File: src/rtl/uwr_pkg.sv
package uwr_pkg;

  typedef enum logic [2:0] {
    ST_IDLE    = 3'd0,
    ST_WR_FULL = 3'd1,
    ST_RD_LO   = 3'd2,
    ST_WB_LO   = 3'd3,
    ST_RD_HI   = 3'd4,
    ST_WB_HI   = 3'd5
  } uwr_state_e;

  // Number of bytes a size code stands for, clamped to the word width.
  function automatic int size_to_bytes(input logic [1:0] code, input int lanes);
    int n;
    n = 1 << code;
    if (n > lanes) n = lanes;
    return n;
  endfunction

  // Lane of a byte position inside a two-word window, given start offset.
  function automatic bit lane_covered(input int pos, input int off, input int nbytes);
    return (pos >= off) && (pos < off + nbytes);
  endfunction

endpackage

File: src/rtl/uwr_plan.sv
module uwr_plan #(
  parameter int AW    = 20,
  parameter int LANES = 4,
  localparam int OFF_W = $clog2(LANES),
  localparam int WA_W  = AW - OFF_W,
  localparam int DW    = 8 * LANES
) (
  input  logic [AW-1:0]    addr,
  input  logic [DW-1:0]    data,
  input  logic [1:0]       size,
  output logic [WA_W-1:0]  base_word,
  output logic [LANES-1:0] lo_mask,
  output logic [LANES-1:0] hi_mask,
  output logic [DW-1:0]    lo_data,
  output logic [DW-1:0]    hi_data,
  output logic             full_word,
  output logic             straddle
);
  import uwr_pkg::*;

  logic [2*LANES-1:0] win_mask;
  logic [2*DW-1:0]    win_data;
  int                 off;
  int                 nbytes;

  assign base_word = addr[AW-1:OFF_W];

  always_comb begin
    off      = int'(addr[OFF_W-1:0]);
    nbytes   = size_to_bytes(size, LANES);
    win_mask = '0;
    win_data = '0;
    for (int j = 0; j < 2 * LANES; j++) begin
      if (lane_covered(j, off, nbytes)) begin
        win_mask[j]        = 1'b1;
        win_data[8*j +: 8] = data[8*(j - off) +: 8];
      end
    end
  end

  assign lo_mask   = win_mask[LANES-1:0];
  assign hi_mask   = win_mask[2*LANES-1:LANES];
  assign lo_data   = win_data[DW-1:0];
  assign hi_data   = win_data[2*DW-1:DW];
  assign straddle  = |hi_mask;
  assign full_word = &lo_mask;
endmodule

File: src/rtl/uwr_merge.sv
module uwr_merge #(
  parameter int LANES = 4,
  localparam int DW = 8 * LANES
) (
  input  logic [DW-1:0]    old_word,
  input  logic [DW-1:0]    new_word,
  input  logic [LANES-1:0] lane_sel,
  output logic [DW-1:0]    merged
);
  for (genvar i = 0; i < LANES; i++) begin : g_lane
    assign merged[8*i +: 8] = lane_sel[i] ? new_word[8*i +: 8] : old_word[8*i +: 8];
  end
endmodule

File: src/rtl/uwr_seq.sv
module uwr_seq (
  input  logic clk,
  input  logic rst_n,
  input  logic accept,
  input  logic full_in,
  input  logic straddle_q,
  output logic idle,
  output logic cmd_rd,
  output logic cmd_wr,
  output logic sel_hi,
  output logic last_wr,
  output logic done_q
);
  import uwr_pkg::*;

  uwr_state_e state, state_nx;

  always_comb begin
    state_nx = state;
    unique case (state)
      ST_IDLE:    if (accept) state_nx = full_in ? ST_WR_FULL : ST_RD_LO;
      ST_WR_FULL: state_nx = ST_IDLE;
      ST_RD_LO:   state_nx = ST_WB_LO;
      ST_WB_LO:   state_nx = straddle_q ? ST_RD_HI : ST_IDLE;
      ST_RD_HI:   state_nx = ST_WB_HI;
      ST_WB_HI:   state_nx = ST_IDLE;
      default:    state_nx = ST_IDLE;
    endcase
  end

  always_ff @(posedge clk) begin
    if (!rst_n) begin
      state  <= ST_IDLE;
      done_q <= 1'b0;
    end else begin
      state  <= state_nx;
      done_q <= last_wr;
    end
  end

  assign idle    = (state == ST_IDLE);
  assign cmd_rd  = (state == ST_RD_LO) || (state == ST_RD_HI);
  assign cmd_wr  = (state == ST_WR_FULL) || (state == ST_WB_LO) || (state == ST_WB_HI);
  assign sel_hi  = (state == ST_RD_HI) || (state == ST_WB_HI);
  assign last_wr = (state == ST_WR_FULL) || (state == ST_WB_HI) ||
                   ((state == ST_WB_LO) && !straddle_q);
endmodule

File: src/rtl/uwr_rmw_ctrl.sv
module uwr_rmw_ctrl #(
  parameter int AW    = 20,
  parameter int LANES = 4,
  localparam int OFF_W = $clog2(LANES),
  localparam int WA_W  = AW - OFF_W,
  localparam int DW    = 8 * LANES
) (
  input  logic            clk,
  input  logic            rst_n,
  input  logic            req_valid,
  output logic            req_ready,
  input  logic [AW-1:0]   req_addr,
  input  logic [DW-1:0]   req_data,
  input  logic [1:0]      req_size,
  output logic            done,
  output logic            mem_rd,
  output logic            mem_wr,
  output logic [WA_W-1:0] mem_addr,
  output logic [DW-1:0]   mem_wdata,
  input  logic [DW-1:0]   mem_rdata
);
  // Named internal events, observed by the bound checker.
  logic evt_accept;
  logic evt_last_wr;

  logic [WA_W-1:0]  p_base;
  logic [LANES-1:0] p_lo_mask, p_hi_mask;
  logic [DW-1:0]    p_lo_data, p_hi_data;
  logic             p_full, p_straddle;

  logic [WA_W-1:0]  base_q;
  logic [LANES-1:0] lo_mask_q, hi_mask_q;
  logic [DW-1:0]    lo_data_q, hi_data_q;
  logic             straddle_q;

  logic idle, sel_hi, done_q;

  uwr_plan #(.AW(AW), .LANES(LANES)) u_plan (
    .addr      (req_addr),
    .data      (req_data),
    .size      (req_size),
    .base_word (p_base),
    .lo_mask   (p_lo_mask),
    .hi_mask   (p_hi_mask),
    .lo_data   (p_lo_data),
    .hi_data   (p_hi_data),
    .full_word (p_full),
    .straddle  (p_straddle)
  );

  assign evt_accept = req_valid && idle;

  always_ff @(posedge clk) begin
    if (!rst_n) begin
      base_q     <= '0;
      lo_mask_q  <= '0;
      hi_mask_q  <= '0;
      lo_data_q  <= '0;
      hi_data_q  <= '0;
      straddle_q <= 1'b0;
    end else if (evt_accept) begin
      base_q     <= p_base;
      lo_mask_q  <= p_lo_mask;
      hi_mask_q  <= p_hi_mask;
      lo_data_q  <= p_lo_data;
      hi_data_q  <= p_hi_data;
      straddle_q <= p_straddle;
    end
  end

  uwr_seq u_seq (
    .clk        (clk),
    .rst_n      (rst_n),
    .accept     (evt_accept),
    .full_in    (p_full),
    .straddle_q (straddle_q),
    .idle       (idle),
    .cmd_rd     (mem_rd),
    .cmd_wr     (mem_wr),
    .sel_hi     (sel_hi),
    .last_wr    (evt_last_wr),
    .done_q     (done_q)
  );

  // A full-word write has an all-ones low mask, so the merge passes new data.
  uwr_merge #(.LANES(LANES)) u_merge (
    .old_word (mem_rdata),
    .new_word (sel_hi ? hi_data_q : lo_data_q),
    .lane_sel (sel_hi ? hi_mask_q : lo_mask_q),
    .merged   (mem_wdata)
  );

  assign mem_addr  = sel_hi ? base_q + 1'b1 : base_q;
  assign req_ready = idle;
  assign done      = done_q;
endmodule

File: config.mk
export PLATFORM = sky130hd
export DESIGN_NAME = uwr_rmw_ctrl
export DESIGN_NICKNAME = d
export VERILOG_FILES = /design/src/rtl/uwr_pkg.sv /design/src/rtl/uwr_plan.sv /design/src/rtl/uwr_merge.sv /design/src/rtl/uwr_seq.sv /design/src/rtl/uwr_rmw_ctrl.sv
export SDC_FILE = /design/constraint.sdc
export NUM_CORES = 1
export LEC_CHECK = 0
export ABC_AREA = 1
export ABC_CLOCK_PERIOD_IN_PS = 5830
export BUFFER_PORTS_ARGS = -buffer_cell sky130_fd_sc_hd__buf_2
export CAP_MARGIN = 15
export CORE_ASPECT_RATIO = 1.4
export CORE_MARGIN = 2
export CORE_UTILIZATION = 45
export DETAILED_ROUTE_END_ITERATION = 10
export PLACE_DENSITY = 0.7
export SLEW_MARGIN = 0
export SYNTH_ARGS = -nofsm -noshare
export SYNTH_HDL_FRONTEND = slang
export SYNTH_SLANG_ARGS = --single-unit
File: constraint.sdc
create_clock -name clk -period 5.83 [get_ports clk]
set_input_delay 1.749 -clock clk [delete_from_list [all_inputs] [get_ports clk]]
set_output_delay 1.749 -clock clk [all_outputs]
set_load 0.03 [all_outputs]
==> metrics.txt <==
Synthesis Warnings=0; capturing element type of the critical path=output port; Post-synth top cells=nand2_1, nor2_1, nand3_1; Final period util=72.0%; max-cap viol count=0; DP Worst Slack=1.58 ns; 1st-iter DRT viols=369; CTS Hold Bufs=0; Setup Skew=0.00666 ns; Netlist cell types=28; sequential cell area fraction in the yosys report=33.4%; Max clock buf depth=2; Net Count, Synth=953; Initial Util=46.0%; share of cells above drive strength 1=17.6%; CTS H-tree depth=3; Synth Register Bits=87; Post-synth EDFFs=0; Total Wirelength=15100 um; Crit Path Class=flop to output port; ANT nets after route=0; Die Y=131 um; total congestion overflow=0; fin. max-slew vios=0; clock slew at reported path FFs=0.06 ns; worst min-delay path class=flop to flop; main flop type after synthesis=dfxtp_1; cts repair resizes=0; final net count=1064; Post-Synthesis Cells=855; Final Hold Fails=0; startpoint types=flop; gpl congestion=0.978; count of final setup violators=0; Synth area leaders=dfxtp_1, nand2_1, nand3_1, nor2_1, a21oi_1; first-pass GRT wire length=24100 um; Row Count=46; ys async rst share=0%; mapped cell area=5210 um^2; ant diodes=0; Num CTS Buffers=9; crit path DAT=2.45 ns; final core area utilization=54.8%; DRC Markers=0; Crit path required time=4.08 ns; Static Leak=2.81 nW; largest net degree at the start of global routing=71; final worst slack=1.63 ns; CTS tree=yes; Buffers on Ports=142; CTS sink cnt=87; Max Fclk=238 MHz; Pre-Repair DR Iteration Count=5; initial antenna violation count=0; vias per cell=5.21; top-area cell type share of the netlist area=33.4%; CTS root buffer=clkbuf_16; RSZ-0062 raised after global routing=no; Power Total=0.00172 W; Mean Syn Cell Area=6.10 um^2; worst slew pin tran=0.705 ns; wire per inst=13.6 um; later-pin clock latency in the skew report=0.34 ns; largest area contributor in the netlist=dfxtp_1; crit path time final=4.20 ns; Setup TNS=0 ns; core area=11300 um^2; area growth from synthesis to layout=19.2%; most common cell in the netlist=nand2_1; Die Wd=95.0 um; Worst IR Drop VDD=0.146 mV; io pins=143; gr usage total=24.4%; reg2reg setup slack=3.54 ns; Vias=5810; hold_ws=0.463 ns; pwr dens=277 nW/um^2; outcome=complete, no violations; vias in the first global route=5093; HPWL Detailed=11200 um; Slew Limit Headroom=52.8%; die area=12500 um^2; Post CTS Setup Buffer Count=0; Critical Path Fanout Max=37
cells by family after synthesis:
family	synth area share, %
compound gates	14.8
buf+inv	8.09
flops	33.4
simple gates	39.4
fa+ha+maj	2.30
xor+xnor	2.02
final cells by class:
class	instances	area, um^2
timing repair buffer	146	741
clock buffer	13	250
tap	144	180
fill	1232	5120
clock inverter	3	42.5
sequential	87	1740
multi-input combinational	666	3050
inverter	56	210
layout by cell type, fill, tap and decap left out:
cell type   instances
nand3_1            92
buf_4               4
clkinv_2            1
a21oi_1            78
nor2_1            119
nand2_2             5
inv_1              52
nor2_8              1
nor3_1              4
nor4_1              1
fa_1                1
nor2_2              3
o21ai_0            40
buf_2             142
a31oi_1            24
nand4_1             4
a21oi_4             1
nand3b_1            2
o21ai_1             1
clkbuf_16           9
bufinv_16           1
inv_2               2
clkinv_1            2
xor2_1             12
ha_1                8
clkinvlp_4          1
clkbuf_1            3
clkbuf_8            1
dfxtp_1            87
o2111ai_1           1
nand2_1           269
power breakdown:
group | internal [W] | switching (W)
registers | 0.000635 | 0.0000291
logic | 0.000141 | 0.000335
clock network | 0.000344 | 0.000236
total | 0.00112 | 0.000599
layer usage:
metal / wire length (um) / share of wire [%] / up-vias / track usage (%)
li1: - / - / 2988 / -
met3: 986 / 6.5 / 19 / 3.61
met1: 6820 / 45 / 2600 / 32.8
met5: 0 / 0 / - / 0
met2: 7090 / 47 / 203 / 39.2
met4: 225 / 1.5 / 0 / 8.78
path summary, 6_finish.rpt:
path              cells after the start      endpoint            from
hold reg to reg                       2  lo_data_q[1]    lo_data_q[1]
setup reg to reg                      7    base_q[13]  u_seq.state[0]
hold / removal                        2  lo_data_q[1]    lo_data_q[1]
setup / recovery                      9  mem_wdata[2]  u_seq.state[0]
through the flow:
stage | cells | area (um^2)
after global routing | 1115 | 6210
after CTS | 1115 | 6210
final | 1115 | 6210
after detailed placement | 1099 | 5920
after floorplan | 855 | 5210
after global placement | 1099 | 5920
sequential cells by signal (all words and copies together), names as in the netlist:
name and cells:
hi_data_q 24, u_seq.done_q 1, lo_data_q 32, base_q 18
straddle_q 1, lo_mask_q 4, hi_mask_q 4, u_seq.state 3
critical path: stages (launching register included):
cell	delay (ns)
dfxtp_1	0.44
nor2_2	0.09
nand2_1	0.12
nand2_2	0.07
inv_2	0.46
nand2_1	0.15
nand2_2	0.28
nor2_1	0.08
a31oi_1	0.19
buf_2	0.23
Power figures use the tool's default switching activity.
